$ cat config.mk
export PLATFORM = sky130hd
export DESIGN_NAME = scoreboard_ctrl
export DESIGN_NICKNAME = d
export VERILOG_FILES = /design/src/rtl/scb_pkg.sv /design/src/rtl/scb_table.sv /design/src/rtl/scb_ctrl.sv /design/src/rtl/scoreboard_ctrl.sv
export SDC_FILE = /design/constraint.sdc
export NUM_CORES = 1
export LEC_CHECK = 0
export BUFFER_PORTS_ARGS = -buffer_cell sky130_fd_sc_hd__buf_2
export CAP_MARGIN = 20
export CORE_MARGIN = 3
export CORE_UTILIZATION = 50
export CTS_CLUSTER_DIAMETER = 30
export DETAILED_ROUTE_END_ITERATION = 12
export GPL_TIMING_DRIVEN = 0
export PLACE_DENSITY_LB_ADDON = 0.15
export SYNTH_ARGS = -nofsm -noshare
export SYNTH_HDL_FRONTEND = slang
export SYNTH_SLANG_ARGS = --single-unit
$ cat constraint.sdc
create_clock -name clk -period 5.5 [get_ports clk]
set_clock_uncertainty 0.2 [all_clocks]
set_input_delay 0.55 -clock clk [delete_from_list [all_inputs] [get_ports clk]]
set_output_delay 0.55 -clock clk [all_outputs]
set_load 0.02 [all_outputs]
$ cat src/rtl/scb_pkg.sv
package scb_pkg;
  parameter int UNIT_CNT = 4;
  parameter int REG_CNT  = 32;

  localparam int UNIT_W = $clog2(UNIT_CNT);
  localparam int REG_W  = $clog2(REG_CNT);
  localparam int TAG_W  = $clog2(UNIT_CNT + 1);

  typedef logic [UNIT_W-1:0] unit_t;
  typedef logic [REG_W-1:0]  reg_t;
  typedef logic [TAG_W-1:0]  tag_t;   // 0 = no pending producer, k+1 = unit k

  typedef enum logic [1:0] {
    PH_IDLE,
    PH_READ,
    PH_EXEC,
    PH_WRITE
  } phase_e;

  // strobes from the control FSMs to the status table
  typedef struct packed {
    logic                issueDo;
    unit_t               issueUnit;
    logic [UNIT_CNT-1:0] readDo;
    logic [UNIT_CNT-1:0] writeDo;
  } strobe_t;

  typedef struct packed {
    logic busy;
    reg_t dst;
    reg_t src1;
    reg_t src2;
    tag_t q1;
    tag_t q2;
    logic rdy1;
    logic rdy2;
  } unit_entry_t;
endpackage

$ cat src/rtl/scb_table.sv
module scb_table
  import scb_pkg::*;
(
  input  logic                clk,
  input  logic                rst_n,
  input  strobe_t             strb,
  input  reg_t                issueDst,
  input  reg_t                issueSrc1,
  input  reg_t                issueSrc2,
  output logic [UNIT_CNT-1:0] unitBusy,
  output logic [UNIT_CNT-1:0] opsReady,
  output logic [UNIT_CNT-1:0] warFree,
  output logic                wawHit,
  output reg_t                writeReg
);

  unit_entry_t tbl [UNIT_CNT];
  tag_t        regStat [REG_CNT];

  tag_t writeTag;
  tag_t issueTag;
  tag_t fwdQ1;
  tag_t fwdQ2;

  // tag and destination of the unit granted the write this cycle
  always_comb begin
    writeTag = '0;
    writeReg = '0;
    for (int u = 0; u < UNIT_CNT; u++) begin
      if (strb.writeDo[u]) begin
        writeTag = writeTag | tag_t'(u + 1);
        writeReg = writeReg | tbl[u].dst;
      end
    end
  end

  // producer lookup for the incoming instruction, bypassing a write in flight
  always_comb begin
    issueTag = tag_t'(strb.issueUnit) + tag_t'(1);
    fwdQ1    = regStat[issueSrc1];
    fwdQ2    = regStat[issueSrc2];
    if (writeTag != '0 && fwdQ1 == writeTag) fwdQ1 = '0;
    if (writeTag != '0 && fwdQ2 == writeTag) fwdQ2 = '0;
  end

  // WAW: any occupied unit already targeting the offered destination
  always_comb begin
    wawHit = 1'b0;
    for (int u = 0; u < UNIT_CNT; u++)
      if (tbl[u].busy && tbl[u].dst == issueDst) wawHit = 1'b1;
  end

  // per-unit RAW and WAR views, all units in parallel
  always_comb begin
    for (int u = 0; u < UNIT_CNT; u++) begin
      unitBusy[u] = tbl[u].busy;
      opsReady[u] = tbl[u].busy && tbl[u].rdy1 && tbl[u].rdy2;
      warFree[u]  = 1'b1;
      for (int j = 0; j < UNIT_CNT; j++) begin
        if (j != u && tbl[j].busy &&
            ((tbl[j].rdy1 && tbl[j].src1 == tbl[u].dst) ||
             (tbl[j].rdy2 && tbl[j].src2 == tbl[u].dst)))
          warFree[u] = 1'b0;
      end
    end
  end

  always_ff @(posedge clk) begin
    if (!rst_n) begin
      for (int u = 0; u < UNIT_CNT; u++) tbl[u] <= '0;
      for (int r = 0; r < REG_CNT; r++) regStat[r] <= '0;
    end else begin
      for (int u = 0; u < UNIT_CNT; u++) begin
        if (writeTag != '0 && tbl[u].busy) begin
          if (tbl[u].q1 == writeTag) begin
            tbl[u].q1   <= '0;
            tbl[u].rdy1 <= 1'b1;
          end
          if (tbl[u].q2 == writeTag) begin
            tbl[u].q2   <= '0;
            tbl[u].rdy2 <= 1'b1;
          end
        end
        if (strb.readDo[u]) begin
          tbl[u].rdy1 <= 1'b0;
          tbl[u].rdy2 <= 1'b0;
        end
        if (strb.writeDo[u]) tbl[u].busy <= 1'b0;
        if (strb.issueDo && strb.issueUnit == unit_t'(u)) begin
          tbl[u].busy <= 1'b1;
          tbl[u].dst  <= issueDst;
          tbl[u].src1 <= issueSrc1;
          tbl[u].src2 <= issueSrc2;
          tbl[u].q1   <= fwdQ1;
          tbl[u].q2   <= fwdQ2;
          tbl[u].rdy1 <= (fwdQ1 == '0);
          tbl[u].rdy2 <= (fwdQ2 == '0);
        end
      end
      if (writeTag != '0 && regStat[writeReg] == writeTag) regStat[writeReg] <= '0;
      if (strb.issueDo) regStat[issueDst] <= issueTag;
    end
  end


  issue_free_chk: assert property (@(posedge clk) disable iff (!rst_n)
    strb.issueDo |-> !unitBusy[strb.issueUnit]);


  issue_waw_chk: assert property (@(posedge clk) disable iff (!rst_n)
    strb.issueDo |-> !wawHit);

  for (genvar g = 0; g < UNIT_CNT; g++) begin : gChk

    write_war_chk: assert property (@(posedge clk) disable iff (!rst_n)
      strb.writeDo[g] |-> warFree[g]);

    write_release_chk: assert property (@(posedge clk) disable iff (!rst_n)
      strb.writeDo[g] |=> !unitBusy[g]);
  end

endmodule

$ cat src/rtl/scb_ctrl.sv
module scb_ctrl
  import scb_pkg::*;
(
  input  logic                clk,
  input  logic                rst_n,
  input  logic                issueValid,
  input  unit_t               issueUnit,
  input  logic [UNIT_CNT-1:0] unitDone,
  input  logic [UNIT_CNT-1:0] unitBusy,
  input  logic [UNIT_CNT-1:0] opsReady,
  input  logic [UNIT_CNT-1:0] warFree,
  input  logic                wawHit,
  output logic                issueReady,
  output strobe_t             strb,
  output logic [UNIT_CNT-1:0] readGrant,
  output logic [UNIT_CNT-1:0] execStart,
  output logic [UNIT_CNT-1:0] writeGrant
);

  phase_e              phase [UNIT_CNT];
  logic [UNIT_CNT-1:0] writeCand;
  logic                issueDo;

  assign issueReady = !unitBusy[issueUnit] && !wawHit;
  assign issueDo    = issueValid && issueReady;

  always_comb begin
    for (int u = 0; u < UNIT_CNT; u++) begin
      readGrant[u] = (phase[u] == PH_READ) && opsReady[u];
      writeCand[u] = (phase[u] == PH_WRITE) && warFree[u];
    end
  end

  // fixed priority: lowest unit code writes first
  always_comb begin
    writeGrant = '0;
    for (int u = UNIT_CNT - 1; u >= 0; u--)
      if (writeCand[u]) writeGrant = UNIT_CNT'(1) << u;
  end

  always_comb begin
    strb.issueDo   = issueDo;
    strb.issueUnit = issueUnit;
    strb.readDo    = readGrant;
    strb.writeDo   = writeGrant;
  end

  always_ff @(posedge clk) begin
    if (!rst_n) begin
      execStart <= '0;
      for (int u = 0; u < UNIT_CNT; u++) phase[u] <= PH_IDLE;
    end else begin
      execStart <= readGrant;
      for (int u = 0; u < UNIT_CNT; u++) begin
        unique case (phase[u])
          PH_IDLE:  if (issueDo && issueUnit == unit_t'(u)) phase[u] <= PH_READ;
          PH_READ:  if (readGrant[u])  phase[u] <= PH_EXEC;
          PH_EXEC:  if (unitDone[u])   phase[u] <= PH_WRITE;
          PH_WRITE: if (writeGrant[u]) phase[u] <= PH_IDLE;
          default:  phase[u] <= PH_IDLE;
        endcase
      end
    end
  end


  write_onehot_chk: assert property (@(posedge clk) disable iff (!rst_n)
    $onehot0(writeGrant));

  for (genvar g = 0; g < UNIT_CNT; g++) begin : gChk

    exec_phase_chk: assert property (@(posedge clk) disable iff (!rst_n)
      execStart[g] |-> phase[g] == PH_EXEC);
  end

endmodule

$ cat src/rtl/scoreboard_ctrl.sv
module scoreboard_ctrl
  import scb_pkg::*;
(
  input  logic                clk,
  input  logic                rst_n,
  input  logic                issueValid,
  input  logic [UNIT_W-1:0]   issueUnit,
  input  logic [REG_W-1:0]    issueDst,
  input  logic [REG_W-1:0]    issueSrc1,
  input  logic [REG_W-1:0]    issueSrc2,
  input  logic [UNIT_CNT-1:0] unitDone,
  output logic                issueReady,
  output logic [UNIT_CNT-1:0] readGrant,
  output logic [UNIT_CNT-1:0] execStart,
  output logic [UNIT_CNT-1:0] writeGrant,
  output logic [REG_W-1:0]    writeReg
);

  strobe_t             strb;
  logic [UNIT_CNT-1:0] unitBusy;
  logic [UNIT_CNT-1:0] opsReady;
  logic [UNIT_CNT-1:0] warFree;
  logic                wawHit;

  scb_ctrl ctrl_i (
    .clk        (clk),
    .rst_n      (rst_n),
    .issueValid (issueValid),
    .issueUnit  (issueUnit),
    .unitDone   (unitDone),
    .unitBusy   (unitBusy),
    .opsReady   (opsReady),
    .warFree    (warFree),
    .wawHit     (wawHit),
    .issueReady (issueReady),
    .strb       (strb),
    .readGrant  (readGrant),
    .execStart  (execStart),
    .writeGrant (writeGrant)
  );

  scb_table table_i (
    .clk       (clk),
    .rst_n     (rst_n),
    .strb      (strb),
    .issueDst  (issueDst),
    .issueSrc1 (issueSrc1),
    .issueSrc2 (issueSrc2),
    .unitBusy  (unitBusy),
    .opsReady  (opsReady),
    .warFree   (warFree),
    .wawHit    (wawHit),
    .writeReg  (writeReg)
  );

endmodule

==> impl_metrics.yaml, run 1 <==
clock_network:
  clk_path_buf_depth: 3
  path_clk_slew_ns: 0.05
  clk_latency_ns: 0.54
  h-tree-depth: 2
  clock_sinks: 204
  root_buffer: "clkbuf_16"
  cts_tree: "yes"
  cts_buffers: 44
grt:
  track_usage_pct: 33.1
  grt_pass1_vias: 10600
  grt_overflow: 0
  antenna_found_initial: 0
  grt_pass1_wl_um: 69800
  grt_max_degree: 17
routing:
  first_iter_violations: 1300
  routedWlPerCell_um: 28.6
  totalWireLength_um: 48600
  vias: 11100
  wl_met1_um: 18200
  dr_wl_met3_um: 4290
  ant_nets: 0
  via_per_inst: 6.52
  highest_layer: "met4"
  drt_first_pass_iters: 6
  met2_length_um: 23200
  drcViolationCount: 0
placement:
  place_inst: 1616
  place_congestion: 1.01
  port_buffers: 28
  dp_hpwl_um: 35800
finish:
  fin_util_pct: 59.6
  layout_commonest_cell: "edfxtp_1"
  final_layout_size_suffix_gt1_share_pct: 17.2
  most-common-layout-cells: "edfxtp_1, nor2_1, xnor2_1, nand2_1, clkbuf_1"
  fill_cells: 2255
  finalNetCount: 1359
  layout.cells.non_filler: 1701
  syn_to_final_growth_pct: 15.5
  diodes: 0
setup_path:
  worst-setup-path-type: "reg -> reg"
  cp-start-kind: "register"
  max_stage_delay_ns: 0.61
  cp_top_family: "simple AND/OR/NAND/NOR gates"
  required_ns: 5.51
  worstPathMaxFanout: 10
  path_cells: "buf_2, xnor2_1, nand4_1, nor3_1, or4_1, nor2_1, or4_4, buf_6, inv_8, a22oi_2, inv_2, and2_1, a221oi_1, o21ai_1, a32oi_1, xnor2_1, nor2_4, buf_6, a41o_1"
  cp.arrival_ns: 5.45
  cp-end-kind: "register"
  crit_buf_inv: 5
  cpMaxStageDelayCell: "or4_1"
floorplan:
  dieArea_um2: 29300
  ios: 42
  fp.dieW_um: 171
  start_util_pct: 51.6
  fp.dieH_um: 171
  rows: 59
  fp.coreArea_um2: 26400
synthesis:
  synth-edff-count: 200
  synth_cells: 1253
  synth_area_um2: 13600
  synth_top_cell_area_share_pct: 44.0
  synth.area.top_cells: "edfxtp_1, mux4_2, xnor2_1"
  synth_warnings: 0
  synth_fp_nets: 1281
  ys_seq_elements: 204
  yosysTopAreaCell: "edfxtp_1"
  synth_area_per_cell_um2: 10.9
  synthArstFlopShare_pct: 0
  ys_types: 63
  ys_seq_area_share_pct: 44.6
  ys.flop_type: "edfxtp_1"
sta:
  max_freq_mhz: 184
  final-setup-viol-count: 0
  fin_crit_sh_pct: 99.0
  rsz0062_at_grt: "no"
  max_slew_margin_pct: 25.6
  tightestPinTransition_ns: 1.12
  post-route-min-period_ns: 5.44
  slew_viol_final: 0
  hold_viol: 0
pwr:
  p_leak_nw: 5.71
  cellPowerDensity_nw_per_um2: 347
  ir_drop_v: 0.000330
run:
  cap_violations: 0
outcome:
  status: "complete, no violations"
min_path:
  worstHoldPathType: "in -> reg"
-- cell type report --
class	count	area [µm²]	share of cell area [%]
multi-input cells	915	6940	44.0
flip-flops and latches	204	6090	38.6
clock buffers	50	1140	7.27
plain buffers	110	568	3.61
well taps	335	419	2.66
clock inverters	31	328	2.08
repair buffers	32	178	1.13
inverters	24	97.6	0.619
-- registers in the layout (all words and copies together) (netlist names) --
signal            flops
table_i.tbl          96
table_i.regStat      96
ctrl_i.phase          8
ctrl_i.execStart      4
-- worst paths after layout --
check | depth (start not counted) | startpoint | end | slack [ns]
min | 3 | unitDone[1] | ctrl_i.phase[1][1] | 0.24
max | 19 | table_i.tbl[0][69] | table_i.regStat[17][2] | 0.06
max reg2reg | 19 | table_i.tbl[0][69] | table_i.regStat[17][2] | 0.06
min reg2reg | 1 | ctrl_i.phase[1][1] | ctrl_i.execStart[1] | 0.34
-- report_power, final --
group          internal, mW  switching [mW]
Combinational         0.368           0.622
Clock                  1.73           0.863
Sequential             1.80          0.0748
Total                  3.90            1.56
-- kinds of logic (layout without fill, tap and decap cells) --
logic type      after synthesis  count (layout)  synth area share [%]
simple gates                486             486                  17.6
flops                       204             204                  44.6
xor+xnor                    171             171                  11.0
compound gates              136             136                  7.31
buf+inv                     134             247                  4.85
mux                         118             118                  14.3
fa+ha+maj                     4               4                 0.367
-- per-layer routing --
metal  track usage (%)  vias up
li1                  -     4816
met1              42.1     5432
met2              55.4      676
met3              5.03      161
met4              16.8        0
met5                 0        -
-- through the flow --
stage	total power, mW	hold slack, ns	instance area [µm²]	setup WS, ns	TNS [ns]
2_1_floorplan	2.55	0.289	13600	1.07	0
3_3_place_gp	2.84	0.314	14200	-0.0312	-0.279
3_5_place_dp	2.85	0.334	14200	0.0603	0
4_1_cts	5.44	0.219	15700	0.0330	0
5_1_grt	5.60	0.252	15800	0.0128	0
6_report	5.46	0.243	15800	0.0568	0
-- worst register-to-register path: stages (launching register included) --
cell and delay, ns:
edfxtp_1 0.35, buf_2 0.23, xnor2_1 0.17, nand4_1 0.11
nor3_1 0.07, or4_1 0.61, nor2_1 0.30, or4_4 0.20
buf_6 0.13, inv_8 0.07, a22oi_2 0.42, inv_2 0.19
and2_1 0.30, a221oi_1 0.43, o21ai_1 0.14, a32oi_1 0.30
xnor2_1 0.16, nor2_4 0.23, buf_6 0.17, a41o_1 0.34
-- synth_stat cells, types with 3 or more instances --
library cell / n
edfxtp_1: 200
a41o_1: 16
nand4_1: 30
buf_2: 22
buf_6: 9
or3_1: 15
ha_1: 4
nor2_1: 153
a22oi_1: 11
a21oi_1: 17
or4_1: 8
buf_12: 3
a31o_1: 16
nand3_1: 19
mux4_2: 61
a211oi_1: 4
nand2_1: 86
clkbuf_1: 59
mux2i_1: 55
buf_1: 15
inv_2: 5
a31oi_1: 3
or3b_2: 3
nand2b_1: 10
dfxtp_1: 4
xor2_1: 40
o22ai_1: 7
and2_1: 23
xnor2_1: 131
a221oi_1: 7
nand3b_1: 6
and3_1: 51
inv_1: 18
a22o_1: 3
nor3_1: 59
nor4_1: 10
o21ai_0: 35
-- repair_timing --
| item | in CTS | in global routing |
|---|---|---|
| gates resized for setup | 0 | 16 |
| hold buffers | 0 | 0 |
| buffers inserted | 0 | 3 |
| endpoints found under the setup margin | 0 | 96 |
No activity file was read; power rests on OpenSTA's default activity.
==> run 2: changes to the inputs <==
==> constraint.sdc (replaced) <==
create_clock -name clk -period 5.1 [get_ports clk]
set_clock_uncertainty 0.2 [all_clocks]
set_input_delay 0.51 -clock clk [delete_from_list [all_inputs] [get_ports clk]]
set_output_delay 0.51 -clock clk [all_outputs]
set_load 0.02 [all_outputs]
==> impl_metrics.yaml, run 2 (same netlist as run 1, synthesis figures left out) <==
sta:
  max_slew_margin_pct: 28.4
  final-setup-viol-count: 0
  setup_tns_ns: 0
  slew_viol_final: 0
  hold_viol: 0
  max_freq_mhz: 197
  post-route-min-period_ns: 5.08
  tightestPinTransition_ns: 1.07
  fin_crit_sh_pct: 99.6
  setup_ws_ns: 0.0200
clock_network:
  clock_sinks: 204
  clk_path_buf_depth: 3
  root_buffer: "clkbuf_16"
  clk_latency_ns: 0.53
  hold_buffers: 0
  h-tree-depth: 2
  cts_tree: "yes"
  path_clk_slew_ns: 0.05
  cts_buffers: 44
setup_path:
  path_cells: "buf_6, xnor2_1, nand4_1, or3_4, and3_4, and2_4, or4_4, buf_6, clkinv_8, o2bb2ai_4, buf_12, buf_12, mux2i_1, a22oi_1, o2bb2ai_1, nor4_2, xnor2_1, nor2_4, buf_12, clkbuf_16, a41o_4"
  cp-startpoint: "table_i.tbl[0][43]"
  timing.critical_path.mode_cell: "buf_12"
  cp.arrival_ns: 5.12
  max_stage_delay_ns: 0.54
  r2r_cells: 21
  cp_top_family: "simple AND/OR/NAND/NOR gates"
  required_ns: 5.14
  cpMaxStageDelayCell: "or4_4"
  cp-end-kind: "register"
  worstPathMaxFanout: 10
  ff2ff_setup_slack_ns: 0.02
  worst-setup-path-type: "reg -> reg"
  path_depth: 21
  r2r_end: "table_i.regStat[23][0]"
  reg2reg_from: "table_i.tbl[0][43]"
  crit_buf_inv: 7
  cp-start-kind: "register"
  crit_end: "table_i.regStat[23][0]"
finish:
  top_regs: "table_i.regStat (96), table_i.tbl (96), ctrl_i.phase (8)"
  final_area_um2: 16500
  diodes: 0
  finalNetCount: 1380
  final_layout_size_suffix_gt1_share_pct: 22.4
  fin_util_pct: 62.5
  most-common-layout-cells: "edfxtp_1, nor2_1, xnor2_1, nand2_1, clkbuf_1"
  syn_to_final_growth_pct: 21.0
  layout_commonest_cell: "edfxtp_1"
  fill_cells: 2179
min_path:
  worstHoldPathType: "in -> reg"
  hp-start: "unitDone[1]"
outcome:
  status: "complete, no violations"
floorplan:
  start_util_pct: 51.6
  fp.dieW_um: 171
  fp.coreArea_um2: 26400
  dieArea_um2: 29300
  fp.dieH_um: 171
  rows: 59
  ios: 42
grt:
  grt_pass1_vias: 10700
  grt_overflow: 0
  antenna_found_initial: 0
  grt_max_degree: 17
  grt_pass1_wl_um: 70200
  track_usage_pct: 33.2
placement:
  place_congestion: 1.01
  dpl-instance-area_um2: 14200
  pre_cts_ws_ns: -0.340
  port_buffers: 28
  dp_hpwl_um: 35800
routing:
  drcViolationCount: 0
  vias: 11200
  routedWlPerCell_um: 28.6
  drt_first_pass_iters: 7
  totalWireLength_um: 49200
  ant_nets: 0
  via_per_inst: 6.50
  first_iter_violations: 1242
pwr:
  ir_drop_v: 0.000356
  p_leak_nw: 5.95
  cellPowerDensity_nw_per_um2: 371
run:
  cap_violations: 0
-- run 2: cell types whose count changed in the layout (fill, tap and decap cells not counted), sizes merged --
cell	previous run	this run
buf	82	102
clkbuf	110	111
clkinv	20	21
inv	27	26
-- run 2: area by class of cell --
type | instances | area, µm² | share of cell area (%)
multi-input combinational | 915 | 7420 | 45.0
sequential | 204 | 6090 | 36.9
clock buffer | 50 | 1140 | 6.93
buffer | 110 | 624 | 3.78
tap | 335 | 419 | 2.54
timing repair buffer | 53 | 383 | 2.32
clock inverter | 31 | 328 | 1.99
inverter | 24 | 103 | 0.621
-- run 2: where the power goes --
part           switching, mW  internal [mW]
combinational          0.761          0.535
sequential            0.0833           1.94
clock                  0.929           1.87
-- run 2: routing by layer --
layer | vias up | track usage, % | part of all wire [%]
met3 | 176 | 5.38 | 8.8
met4 | 0 | 16.6 | 5.9
met5 | - | 0 | 0
met2 | 706 | 55.8 | 48
met1 | 5462 | 42.0 | 37
li1 | 4856 | - | -
-- run 2: worst min path at each step --
stage                          end  slack, ns  cells after the start
6_report        ctrl_i.phase[1][1]       0.20                      3
5_1_grt         ctrl_i.phase[1][1]       0.21                      3
4_1_cts         ctrl_i.phase[1][1]       0.18                      3
3_5_place_dp   ctrl_i.execStart[1]       0.33                      1
3_3_place_gp   ctrl_i.execStart[1]       0.31                      1
2_1_floorplan  ctrl_i.execStart[1]       0.29                      1
-- run 2: worst reg2reg max path: cells and delay by family, from the launching register on --
kind,cells,cell delay (ns)
and+or+nand+nor,7,1.97
buffers and inverters,7,1.05
AOI/OAI and AO/OA,4,0.70
DFF,1,0.39
xor gates and xnor gates,2,0.31
muxes,1,0.16
-- run 2: per-stage QoR --
step | power [mW] | hold slack [ns] | std cells
detailed placement | 3.08 | 0.334 | 1616
global placement | 3.07 | 0.314 | 1616
CTS | 5.93 | 0.179 | 1699
finish | 6.12 | 0.203 | 1722
global route | 6.27 | 0.212 | 1722
floorplan | 2.75 | 0.289 | 1253
-- run 2: what timing repair did --
action / in CTS / in global routing
endpoints found under the setup margin: 96 / 96
gates resized for setup: 50 / 55
pin swaps: 3 / 11
cloned: 0 / 2
setup buffers: 2 / 20
hold endpoints to repair: 0 / 0
